## config.mk

```make
export PLATFORM = sky130hd
export DESIGN_NAME = ext_irq_ctrl
export DESIGN_NICKNAME = d
export VERILOG_FILES = /design/src/rtl/eic_pkg.sv /design/src/rtl/eic_sync.sv /design/src/rtl/eic_chan.sv /design/src/rtl/eic_regs.sv /design/src/rtl/ext_irq_ctrl.sv
export SDC_FILE = /design/constraint.sdc
export NUM_CORES = 1
export LEC_CHECK = 0
export ABC_AREA = 1
export ABC_CLOCK_PERIOD_IN_PS = 2100
export BUFFER_PORTS_ARGS = -buffer_cell sky130_fd_sc_hd__buf_4
export CAP_MARGIN = 15
export CORE_MARGIN = 1
export CORE_UTILIZATION = 40
export CTS_BUF_LIST = sky130_fd_sc_hd__clkbuf_8
export DETAILED_ROUTE_END_ITERATION = 8
export GPL_ROUTABILITY_DRIVEN = 1
export SLEW_MARGIN = 20
export SYNTH_ARGS = -nofsm -noshare
export SYNTH_HDL_FRONTEND = slang
export SYNTH_SLANG_ARGS = --single-unit
export TNS_END_PERCENT = 100
```

## constraint.sdc

```tcl
create_clock -name clk -period 2.1 [get_ports clk]
set_input_delay 0.105 -clock clk [delete_from_list [all_inputs] [get_ports clk]]
set_output_delay 0.105 -clock clk [all_outputs]
set_load 0.05 [all_outputs]
```

## src/rtl/eic_pkg.sv

```systemverilog
package eic_pkg;

   localparam int unsigned BUS_W = 32;

   typedef logic [5:0] sense_t;

   localparam sense_t SENSE_LVL_LO = 6'h01;
   localparam sense_t SENSE_LVL_HI = 6'h02;
   localparam sense_t SENSE_FALL   = 6'h04;
   localparam sense_t SENSE_RISE   = 6'h08;
   localparam sense_t SENSE_BOTH   = 6'h0C;

   localparam int unsigned OFF_PEND    = 32'h000;
   localparam int unsigned OFF_ENA     = 32'h004;
   localparam int unsigned OFF_ENA_SET = 32'h008;
   localparam int unsigned OFF_DET     = 32'h100;
   localparam int unsigned OFF_CFG     = 32'h180;

   typedef enum logic [2:0] {
      DM_NONE,
      DM_LO,
      DM_HI,
      DM_FALL,
      DM_RISE,
      DM_BOTH
   } det_mode_e;

   function automatic det_mode_e decode_sense(input sense_t s);
      det_mode_e m;
      case (s)
         SENSE_LVL_LO: m = DM_LO;
         SENSE_LVL_HI: m = DM_HI;
         SENSE_FALL:   m = DM_FALL;
         SENSE_RISE:   m = DM_RISE;
         SENSE_BOTH:   m = DM_BOTH;
         default:      m = DM_NONE;
      endcase
      return m;
   endfunction

endpackage

```

## src/rtl/eic_sync.sv

```systemverilog
module eic_sync #(
   parameter int unsigned W      = 1,
   parameter int unsigned STAGES = 2
) (
   input  logic         clk,
   input  logic         rst_n,
   input  logic [W-1:0] d_i,
   output logic [W-1:0] q_o
);

   generate
      if (STAGES < 2) begin : g_bad_depth
         $error("eic_sync: STAGES must be at least 2");
      end

      if (STAGES == 2) begin : g_two
         logic [W-1:0] meta_q;
         logic [W-1:0] sync_q;
         always_ff @(posedge clk or negedge rst_n) begin
            if (!rst_n) begin
               meta_q <= '0;
               sync_q <= '0;
            end else begin
               meta_q <= d_i;
               sync_q <= meta_q;
            end
         end
         assign q_o = sync_q;
      end else begin : g_chain
         logic [STAGES-1:0][W-1:0] pipe_q;
         always_ff @(posedge clk or negedge rst_n) begin
            if (!rst_n) begin
               pipe_q <= '0;
            end else begin
               pipe_q <= {pipe_q[STAGES-2:0], d_i};
            end
         end
         assign q_o = pipe_q[STAGES-1];
      end
   endgenerate

endmodule

```

## src/rtl/eic_chan.sv

```systemverilog
module eic_chan
   import eic_pkg::*;
(
   input  logic   clk,
   input  logic   rst_n,
   input  logic   samp_i,
   input  sense_t sense_i,
   input  logic   clr_i,
   output logic   det_o
);

   logic      prev_q;
   logic      det_q;
   logic      rise;
   logic      fall;
   logic      hit;
   logic      edge_mode;
   det_mode_e mode;

   always_comb begin
      mode = decode_sense(sense_i);
      rise = samp_i & ~prev_q;
      fall = ~samp_i & prev_q;
      edge_mode = (mode == DM_FALL) || (mode == DM_RISE) || (mode == DM_BOTH);
      case (mode)
         DM_LO:   hit = ~samp_i;
         DM_HI:   hit = samp_i;
         DM_FALL: hit = fall;
         DM_RISE: hit = rise;
         DM_BOTH: hit = rise | fall;
         default: hit = 1'b0;
      endcase
   end

   always_ff @(posedge clk or negedge rst_n) begin
      if (!rst_n) begin
         prev_q <= 1'b0;
         det_q  <= 1'b0;
      end else begin
         prev_q <= samp_i;
         det_q  <= hit | (det_q & edge_mode & ~clr_i);
      end
   end

   assign det_o = det_q;

   assert_level_hi_set_R5: assert property (@(posedge clk) disable iff (!rst_n)
      (sense_i == SENSE_LVL_HI && samp_i) |=> det_o);

   assert_level_hi_drop_R5: assert property (@(posedge clk) disable iff (!rst_n)
      (sense_i == SENSE_LVL_HI && !samp_i) |=> !det_o);

   assert_level_lo_set_R6: assert property (@(posedge clk) disable iff (!rst_n)
      (sense_i == SENSE_LVL_LO && !samp_i) |=> det_o);

   assert_edge_hold_R7: assert property (@(posedge clk) disable iff (!rst_n)
      (det_o && (sense_i == SENSE_RISE || sense_i == SENSE_FALL ||
                 sense_i == SENSE_BOTH) && !clr_i) |=> det_o);

   assert_rise_catch_R7: assert property (@(posedge clk) disable iff (!rst_n)
      ((sense_i == SENSE_RISE || sense_i == SENSE_BOTH) && $rose(samp_i)) |=> det_o);

   assert_fall_catch_R8: assert property (@(posedge clk) disable iff (!rst_n)
      ((sense_i == SENSE_FALL || sense_i == SENSE_BOTH) && $fell(samp_i)) |=> det_o);

   assert_bad_code_R11: assert property (@(posedge clk) disable iff (!rst_n)
      (sense_i != SENSE_LVL_LO && sense_i != SENSE_LVL_HI && sense_i != SENSE_FALL &&
       sense_i != SENSE_RISE && sense_i != SENSE_BOTH) |=> !det_o);

endmodule

```

## src/rtl/eic_regs.sv

```systemverilog
module eic_regs
   import eic_pkg::*;
#(
   parameter int unsigned NUM_CH = 32,
   parameter int unsigned ADDR_W = 12
) (
   input  logic                     clk,
   input  logic                     rst_n,
   input  logic [ADDR_W-1:0]        bus_addr,
   input  logic                     bus_wen,
   input  logic [BUS_W-1:0]         bus_wdata,
   input  logic                     bus_ren,
   output logic [BUS_W-1:0]         bus_rdata,
   input  logic [NUM_CH-1:0]        det_i,
   output logic [NUM_CH-1:0]        en_o,
   output logic [NUM_CH-1:0][5:0]   sense_o,
   output logic [NUM_CH-1:0]        clr_o
);

   localparam int unsigned IDX_W = (NUM_CH > 1) ? $clog2(NUM_CH) : 1;
   localparam logic [ADDR_W-1:0] A_PEND    = ADDR_W'(OFF_PEND);
   localparam logic [ADDR_W-1:0] A_ENA     = ADDR_W'(OFF_ENA);
   localparam logic [ADDR_W-1:0] A_ENA_SET = ADDR_W'(OFF_ENA_SET);
   localparam logic [ADDR_W-1:0] A_DET     = ADDR_W'(OFF_DET);
   localparam logic [ADDR_W-1:0] A_CFG     = ADDR_W'(OFF_CFG);
   localparam logic [ADDR_W-1:0] A_CFG_END = ADDR_W'(OFF_CFG + 4 * NUM_CH);

   logic [NUM_CH-1:0]      en_q;
   logic [NUM_CH-1:0][5:0] sense_q;
   logic [BUS_W-1:0]       rdata_q;
   logic [BUS_W-1:0]       rd_mux;
   logic [NUM_CH-1:0]      wmask;
   logic                   cfg_hit;
   logic [IDX_W-1:0]       cfg_idx;
   logic                   wr_set;
   logic                   wr_clr;
   logic                   wr_det;

   always_comb begin
      wmask   = bus_wdata[NUM_CH-1:0];
      cfg_hit = (bus_addr >= A_CFG) && (bus_addr < A_CFG_END) && (bus_addr[1:0] == 2'b00);
      cfg_idx = bus_addr[IDX_W+1:2];
      wr_set  = bus_wen && (bus_addr == A_ENA_SET);
      wr_clr  = bus_wen && (bus_addr == A_ENA);
      wr_det  = bus_wen && (bus_addr == A_DET);
   end

   always_ff @(posedge clk or negedge rst_n) begin
      if (!rst_n) begin
         en_q <= '0;
      end else if (wr_set) begin
         en_q <= en_q | wmask;
      end else if (wr_clr) begin
         en_q <= en_q & ~wmask;
      end
   end

   always_ff @(posedge clk or negedge rst_n) begin
      if (!rst_n) begin
         for (int i = 0; i < NUM_CH; i++) begin
            sense_q[i] <= SENSE_LVL_HI;
         end
      end else if (bus_wen && cfg_hit) begin
         sense_q[cfg_idx] <= bus_wdata[5:0];
      end
   end

   always_comb begin
      rd_mux = '0;
      if (bus_addr == A_PEND) begin
         rd_mux[NUM_CH-1:0] = det_i & en_q;
      end else if (bus_addr == A_ENA) begin
         rd_mux[NUM_CH-1:0] = en_q;
      end else if (bus_addr == A_DET) begin
         rd_mux[NUM_CH-1:0] = det_i;
      end else if (cfg_hit) begin
         rd_mux[5:0] = sense_q[cfg_idx];
      end
   end

   always_ff @(posedge clk or negedge rst_n) begin
      if (!rst_n) begin
         rdata_q <= '0;
      end else if (bus_ren) begin
         rdata_q <= rd_mux;
      end
   end

   assign bus_rdata = rdata_q;
   assign en_o      = en_q;
   assign sense_o   = sense_q;
   assign clr_o     = wr_det ? wmask : '0;

   assert_en_set_R2: assert property (@(posedge clk) disable iff (!rst_n)
      wr_set |=> ((en_o & $past(wmask)) == $past(wmask)));

   assert_en_keep_R2: assert property (@(posedge clk) disable iff (!rst_n)
      wr_set |=> ((en_o & ~$past(wmask)) == ($past(en_o) & ~$past(wmask))));

   assert_en_clr_R3: assert property (@(posedge clk) disable iff (!rst_n)
      wr_clr |=> ((en_o & $past(wmask)) == '0));

   assert_rd_hold_R12: assert property (@(posedge clk) disable iff (!rst_n)
      !bus_ren |=> $stable(bus_rdata));

endmodule

```

## src/rtl/ext_irq_ctrl.sv

```systemverilog
module ext_irq_ctrl
   import eic_pkg::*;
#(
   parameter int unsigned NUM_CH      = 32,
   parameter int unsigned ADDR_W      = 12,
   parameter int unsigned SYNC_STAGES = 2
) (
   input  logic              clk,
   input  logic              rst_n,
   input  logic [ADDR_W-1:0] bus_addr,
   input  logic              bus_wen,
   input  logic [31:0]       bus_wdata,
   input  logic              bus_ren,
   output logic [31:0]       bus_rdata,
   input  logic [NUM_CH-1:0] irq_in,
   output logic [NUM_CH-1:0] irq_out
);

   generate
      if (NUM_CH < 1 || NUM_CH > 32) begin : g_bad_ch
         $error("ext_irq_ctrl: NUM_CH must lie in 1..32");
      end
      if (ADDR_W < 10) begin : g_bad_aw
         $error("ext_irq_ctrl: ADDR_W too small for the configuration window");
      end
   endgenerate

   logic [NUM_CH-1:0]      samp;
   logic [NUM_CH-1:0]      det;
   logic [NUM_CH-1:0]      en;
   logic [NUM_CH-1:0]      clr;
   logic [NUM_CH-1:0][5:0] sense;

   eic_sync #(
      .W      (NUM_CH),
      .STAGES (SYNC_STAGES)
   ) u_sync (
      .clk   (clk),
      .rst_n (rst_n),
      .d_i   (irq_in),
      .q_o   (samp)
   );

   generate
      for (genvar g = 0; g < NUM_CH; g++) begin : g_chan
         eic_chan u_chan (
            .clk     (clk),
            .rst_n   (rst_n),
            .samp_i  (samp[g]),
            .sense_i (sense[g]),
            .clr_i   (clr[g]),
            .det_o   (det[g])
         );
      end
   endgenerate

   eic_regs #(
      .NUM_CH (NUM_CH),
      .ADDR_W (ADDR_W)
   ) u_regs (
      .clk       (clk),
      .rst_n     (rst_n),
      .bus_addr  (bus_addr),
      .bus_wen   (bus_wen),
      .bus_wdata (bus_wdata),
      .bus_ren   (bus_ren),
      .bus_rdata (bus_rdata),
      .det_i     (det),
      .en_o      (en),
      .sense_o   (sense),
      .clr_o     (clr)
   );

   assign irq_out = det & en;

   assert_out_needs_flag_R4: assert property (@(posedge clk) disable iff (!rst_n)
      $rose(irq_out[0]) |-> (en[0] && $past(en[0] | bus_wen) && det[0]));

endmodule

```

==> summary.md, run 1 <==
| Metric | Value |
|---|---|
| Vias in the first global route | `17,806` |
| Worst Setup Path Type | `input port to register` |
| Pleak | `12.1 nW` |
| Met2 Track Usage GR | `38.4%` |
| Final Cycle Share | `86.0%` |
| Dominant synthesized flop cell | `dfrtp_1` |
| GR peak layer | `met2` |
| Synth Instances | `2,633` |
| Largest net degree at the start of global routing | `65` |
| Die ar. | `51,500 µm²` |
| RSZ-0062 raised after global routing | `false` |
| Slowest CP cell | `dlygate4sd3_1` |
| CP delay by family, top | `buffers and inverters` |
| Gr ovfl total | `0` |
| Root Buffer | `clkbuf_8` |
| Routability cong. | `0.889` |
| Largest family of logic cells by synthesized area | `simple AND/OR/NAND/NOR gates` |
| Max_cap viols | `0` |
| CP required | `2.68 ns` |
| GRT met1 Usage | `33.2%` |
| Peak Freq | `554 MHz` |
| Area of the core | `50,100 µm²` |
| Worst path cell trace | `dlygate4sd3_1 -> buf_4 -> clkinv_2 -> nand2_2 -> buf_4 -> nor2_1 -> nor2_1 -> nand2_1 -> nand2_1 -> nand2_1 -> nor2_1 -> nand2_1 -> nand3_1 -> nand2_1 -> nand2_1` |
| Post-layout minimum cycle time | `1.81 ns` |
| First-pass GRT wire length | `96.5 mm` |
| Hold WS | `0.0656 ns` |
| Simple-gate share of the synthesized area | `29.5%` |
| Std cell rows | `82` |
| Slack of the critical path | `0.294 ns` |
| DRC | `0` |
| DIE WIDTH | `227 µm` |
| Total number of vias | `18,705` |
| Met3 Usage GRT | `4.07%` |
| Post-synthesis mux area share | `0%` |
| Final ANT Viol Nets | `0` |
| Area contributors post-synth | `dfrtp_1, nand2_1, inv_1` |
| Overall routing resource usage | `24.2%` |
| Routed WL per cell | `17.0 µm` |
| Max Buffers Root-to-Sink | `3` |
| Most used cell, CP | `nand2_1` |
| VDD IR-drop max | `0.413 mV` |
| Drt pass-1 iters | `6` |
| Worst path bufs/invs | `4` |
| Post-Place Worst Slack | `0.0856 ns` |
| Worst Hold Class | `input port to register` |
| Synth cell types | `29` |
| EDFF count, synth | `0` |
| Outcome | `complete, no violations` |
| Actual slew at the worst max-slew pin | `0.630 ns` |
| Fillers | `4,873` |
| I/O pins | `144` |
| Rel. slew slack | `57.8%` |
| Die height | `227 µm` |
| Worst setup SP type | `input port` |
| Crit path DAT | `2.38 ns` |
| Clock sinks | `384` |
| Initial Utilization | `40.4%` |
| Vias per inst | `5.19` |
| Final Hold Fails | `0` |
| Crit path largest cell delay | `0.59 ns` |
| Area Overhead vs Synth | `21.3%` |
| Clk pin slew, worst setup/hold paths | `0.06 ns` |
| XOR/XNOR Fraction of Synth Area | `0%` |
| Number of DRC markers in iteration 0 | `1,502` |
| Mean area per synthesized cell | `7.68 µm²` |
| Syn. warnings | `0` |
| Setup_tns | `0 ns` |
| Ys async rst share | `100%` |
| Postcts setup bufs | `0` |
| Inserted Clock Buffers | `72` |
| CTS tree | `yes` |
| Post-synth top cells | `nand2_1, dfrtp_1, inv_1` |
| #FFs+latches synth | `384` |
| Adder-cell area share of the yosys netlist | `3.96%` |
| Compound-Gate Fraction of Synth Area | `10.2%` |
| Final setup viols | `0` |
| Final Max Tran Viols | `0` |
| CTS H-tree lvls | `3` |
| Syn Nets | `2,777` |
| Worst setup EP type | `register` |
| Yosys top cell area share | `43.5%` |
| Max FO, Critical Path | `12` |
| Clock skew | `0.0209 ns` |
| Share of cells above drive strength 1 | `13.6%` |
| Sequential fraction of the synthesis area | `47.7%` |
| Final WL | `61.3 mm` |
| NumNets Final | `3,019` |
| Initial antenna violation count | `2` |
| Leading area contributor after synthesis | `dfrtp_1` |
| Final total power | `16.3 mW` |
| Worst-Skew Late Latency | `0.65 ns` |
| Power per cell area | `664 nW/µm²` |
| Synthesized cell area | `20,200 µm²` |
| Count leader, synth | `nand2_1` |
| Port bufs | `143` |
| DP HPWL | `41.3 mm` |
## cells in the final DEF, fill, tap and decap left out, types with 3 or more instances in the layout
cell / count
a21oi_1: 5
buf_12: 19
buf_4: 195
clkbuf_8: 89
clkinv_2: 9
clkinvlp_4: 3
dfrtp_1: 352
dfstp_2: 32
dlygate4sd3_1: 67
ha_1: 64
inv_1: 354
inv_2: 3
nand2_1: 670
nand3_1: 159
nand3_2: 31
nand4_1: 154
nor2_1: 323
nor3_2: 5
o2111ai_1: 6
o21ai_0: 148
o21ai_1: 167
o22ai_1: 64
## sequential cells by signal, indices dropped and copies added, names as in the netlist, named ones only
| name | flops |
|---|---|
| g_chan.u_chan.prev_q | 32 |
| u_sync.q_o | 32 |
| g_chan.u_chan.det_o | 32 |
| u_regs.sense_o | 192 |
| u_regs.bus_rdata | 32 |
| u_sync.g_two.meta_q | 32 |
## metal layers
| layer | routed length, µm | part of all wire (%) | vias up |
|---|---|---|---|
| met2 | 27800 | 45 | 596 |
| met3 | 3950 | 6.5 | 111 |
| met4 | 1930 | 3.2 | 2 |
| met1 | 27600 | 45 | 8899 |
| li1 | - | - | 9097 |
| met5 | 13 | 0.021 | - |
## logic make-up after synthesis
family                     after synthesis
and+or+nand+nor                       1353
adders and majority gates               64
DFF                                    384
buffers and inverters                  442
AOI/OAI and AO/OA                      390
## final cells by class
| cell class | instances | area [µm²] | area share [%] |
|---|---|---|---|
| multi-input cells | 1807 | 8830 | 36.0 |
| diodes | 1 | 2.50 | 0.0102 |
| inverters | 328 | 1230 | 5.02 |
| well taps | 672 | 841 | 3.43 |
| clock buffers | 89 | 1220 | 4.99 |
| flip-flops and latches | 384 | 9650 | 39.3 |
| clock inverters | 43 | 235 | 0.958 |
| repair buffers | 282 | 2530 | 10.3 |
## report_power, final
part / total, mW / internal, mW / switching (mW)
combinational: 1.34 / 0.467 / 0.868
sequential: 7.61 / 7.53 / 0.0804
clock: 7.35 / 4.07 / 3.29
total: 16.3 / 12.1 / 4.23
## metrics by stage
| step | util [%] | instances | instance area (µm²) |
|---|---|---|---|
| floorplan | - | 2633 | 20200 |
| global placement | 44.7 | 3405 | 22400 |
| detailed placement | 44.7 | 3405 | 22400 |
| CTS | 49.0 | 3605 | 24500 |
| global route | 49.0 | 3606 | 24500 |
| finish | 49.0 | 3606 | 24500 |
## path summary, 6_finish.rpt
kind                                              start             endpoint  slack [ns]  depth (start not counted)
worst min register to register  u_sync.g_two.meta_q[31]       u_sync.q_o[31]        0.33                          0
worst max register to register       u_regs.sense_o[31]  u_regs.bus_rdata[1]        0.59                         12
worst min-delay path                        bus_addr[5]  u_regs.sense_o[115]        0.07                          5
worst max-delay path                        bus_addr[2]  u_regs.bus_rdata[4]        0.29                         15
min in group asynchronous                         rst_n   u_regs.sense_o[61]        0.19                          2
max in group asynchronous                         rst_n  u_regs.sense_o[133]        1.48                          3
## what timing repair did
item | 4_1_cts | 5_1_grt
hold buffers | 68 | 0
endpoints found under the hold margin | 484 | 0
gates resized for setup | 0 | 0
## worst min-delay path: cells and delay by family
kind,cells,cell delay (ns)
AOI/OAI and AO/OA,1,0.07
buffers and inverters,2,0.31
and+or+nand+nor,2,0.23
No activity file was read; power rests on OpenSTA's default activity.
==> run 2, diff against run 1 <==
ABC_CLOCK_PERIOD_IN_PS = 1650   (was 2100)
clock period = 1.65 ns   (was 2.1 ns; I/O delays follow)
==> summary.md, run 2 (synthesis gave the netlist of run 1 again) <==
| Metric | Value |
|---|---|
| Outcome | `complete, but fails checks (was complete, no violations)` |
| Failing checks | `design-rule violations` |
| Hold WS | `0.0559 ns (was 0.0656 ns)` |
| VDD IR-drop max | `0.497 mV (was 0.413 mV)` |
| Die ar. | `51,500 µm² (unchanged)` |
| Initial antenna violation count | `0 (was 2)` |
| CP delay by family, top | `buffers and inverters (unchanged)` |
| Most frequent cells in the layout | `nand2_1, inv_1, dfrtp_1 (unchanged)` |
| DP HPWL | `42.4 mm (was 41.3 mm)` |
| First-pass GRT wire length | `97.8 mm (was 96.5 mm)` |
| R2R cell count | `10 (was 12)` |
| Std cell rows | `82 (unchanged)` |
| Final ANT Viol Nets | `0 (unchanged)` |
| Number of DRC markers in iteration 0 | `1,526 (was 1,502)` |
| Total number of vias | `19,018 (was 18,705)` |
| Max FO, Critical Path | `3 (was 12)` |
| DIE WIDTH | `227 µm (unchanged)` |
| # diodes | `0 (was 1)` |
| R2R Setup Slk | `0.15 ns (was 0.59 ns)` |
| Final Cycle Share | `95.4%` |
| Max_cap viols | `0 (unchanged)` |
| Max Buffers Root-to-Sink | `3 (unchanged)` |
| CP required | `1.57 ns (was 2.68 ns)` |
| Area of the core | `50,100 µm² (unchanged)` |
| NumNets Final | `3,069 (was 3,019)` |
| Power per cell area | `829 nW/µm² (was 664 nW/µm²)` |
| Actual slew at the worst max-slew pin | `0.959 ns (was 0.630 ns)` |
| Fillers | `4,896 (was 4,873)` |
| Routability cong. | `0.906 (was 0.889)` |
| Clock sinks | `384 (unchanged)` |
| DRC | `1 (was 0)` |
| Worst path bufs/invs | `2 (was 4)` |
| Worst-Skew Late Latency | `0.66 ns (was 0.65 ns)` |
| Rel. slew slack | `35.8% (was 57.8%)` |
| Initial Utilization | `40.4% (unchanged)` |
| R2R Path End | `u_regs.bus_rdata[1] (unchanged)` |
| Routed WL per cell | `16.8 µm (was 17.0 µm)` |
| Slowest CP cell | `dfrtp_1 (was dlygate4sd3_1)` |
| Overall routing resource usage | `24.4% (was 24.2%)` |
| Die height | `227 µm (unchanged)` |
| Gr ovfl total | `0 (unchanged)` |
| Final setup viols | `0 (unchanged)` |
| Peak Freq | `636 MHz` |
| Clk pin slew, worst setup/hold paths | `0.07 ns (was 0.06 ns)` |
| Worst R2R Start | `u_regs.sense_o[109] (was u_regs.sense_o[31])` |
| Final total power | `20.7 mW (was 16.3 mW)` |
| Worst Setup Path Type | `register to output port (was input port to register)` |
| Final Max Tran Viols | `0 (unchanged)` |
| Vias in the first global route | `18,476 (was 17,806)` |
| Post-layout minimum cycle time | `1.57 ns` |
| Pleak | `12.4 nW (was 12.1 nW)` |
| Final WL | `61.5 mm (was 61.3 mm)` |
| Port bufs | `143 (unchanged)` |
| Commonest non-fill, non-tap cell in the layout | `nand2_1 (unchanged)` |
| CTS H-tree lvls | `3 (unchanged)` |
| Vias per inst | `5.21 (was 5.19)` |
| Max reg flops | `192 (unchanged)` |
| Worst Hold Class | `input port to async pin (was input port to register)` |
| Fin util | `49.9% (was 49.0%)` |
| Clock skew | `0.0342 ns (was 0.0209 ns)` |
| RSZ-0062 raised after global routing | `false (unchanged)` |
| Area Overhead vs Synth | `23.5% (was 21.3%)` |
| Drt pass-1 iters | `7 (was 6)` |
| Largest net degree at the start of global routing | `76 (was 65)` |
| Crit path largest cell delay | `0.38 ns (was 0.59 ns)` |
| Postcts setup bufs | `0 (unchanged)` |
| I/O pins | `144 (unchanged)` |
| Final Hold Fails | `0 (unchanged)` |
| Worst setup SP type | `register (was input port)` |
| Worst setup EP type | `output port (was register)` |
| Crit path DAT | `1.49 ns (was 2.38 ns)` |
| CTS tree | `yes (unchanged)` |
| Worst path cell trace | `nand2_1 -> inv_1 -> buf_6 (was dlygate4sd3_1 -> buf_4 -> clkinv_2 -> nand2_2 -> buf_4 -> nor2_1 -> nor2_1 -> nand2_1 -> nand2_1 -> nand2_1 -> nor2_1 -> nand2_1 -> nand3_1 -> nand2_1 -> nand2_1)` |
| Root Buffer | `clkbuf_8 (unchanged)` |
| Share of cells above drive strength 1 | `15.1% (was 13.6%)` |
| Inserted Clock Buffers | `72 (unchanged)` |
[run 2: cell count changes in the layout (fill, tap and decap cells not counted), sizes merged]
cell	before	now
buf	215	265
bufinv	2	0
clkbuf	89	95
clkinv	9	5
clkinvlp	3	2
diode	1	0
inv	357	356
[run 2: repair_timing]
action / 4_1_cts / 5_1_grt
endpoints found under the setup margin: 0 / 5
hold buffers: 67 / 0
resized for setup: 0 / 5
endpoints found under the hold margin: 546 / 0
[run 2: worst max-delay path by stage]
stage	start	endpoint	slack [ns]	cells past startpoint
floorplan	bus_addr[3]	g_chan[11].u_chan.det_o	0.15	8
global placement	bus_addr[11]	u_regs.bus_rdata[4]	-0.21	12
detailed placement	bus_addr[11]	u_regs.bus_rdata[4]	-0.18	12
CTS	g_chan[2].u_chan.det_o	irq_out[2]	0.01	3
global route	g_chan[3].u_chan.det_o	irq_out[3]	0.02	3
finish	register	irq_out[0]	0.08	3
[run 2: where the power goes]
| part | leakage, nW | internal (mW) | total, mW | switching [mW] |
|---|---|---|---|---|
| Clock | 0.853 | 5.13 | 9.28 | 4.15 |
| Sequential | 5.02 | 9.58 | 9.68 | 0.104 |
| Combinational | 6.52 | 0.635 | 1.75 | 1.12 |
| Total | 12.4 | 15.3 | 20.7 | 5.37 |
[run 2: cell type report]
class | instances | area (µm²) | share of cell area, %
clock inverters | 35 | 149 | 0.596
well taps | 672 | 841 | 3.36
inverters | 328 | 1230 | 4.93
repair buffers | 332 | 2980 | 11.9
flip-flops and latches | 384 | 9650 | 38.6
clock buffers | 95 | 1310 | 5.23
multi-input cells | 1807 | 8830 | 35.3
[run 2: metal layers]
metal,up-vias,share of wire (%),track usage [%]
met1,9084,44,32.5
li1,9197,-,-
met3,121,6.5,4.56
met5,-,0,0
met4,0,3.0,9.09
met2,616,46,39.4
[run 2: worst reg2reg max path: stages (launching register included)]
cell and delay (ns):
dfstp_2 0.57, nor2_1 0.07, o21ai_0 0.16, nand2_1 0.10, nand2_1 0.07, nand2_1 0.10
nor2_1 0.12, nand2_1 0.06, nand3_1 0.07, nand2_1 0.05, nand2_1 0.05
[run 2: per-stage QoR]
stage	worst slack (ns)	setup TNS, ns	std cells	cell area, µm²
2_1_floorplan	0.153	0	2633	20200
3_3_place_gp	-0.208	-1.32	3456	22900
3_5_place_dp	-0.180	-2.24	3456	22900
4_1_cts	0.00959	0	3653	25000
5_1_grt	0.0153	0	3653	25000
6_report	0.0766	0	3653	25000
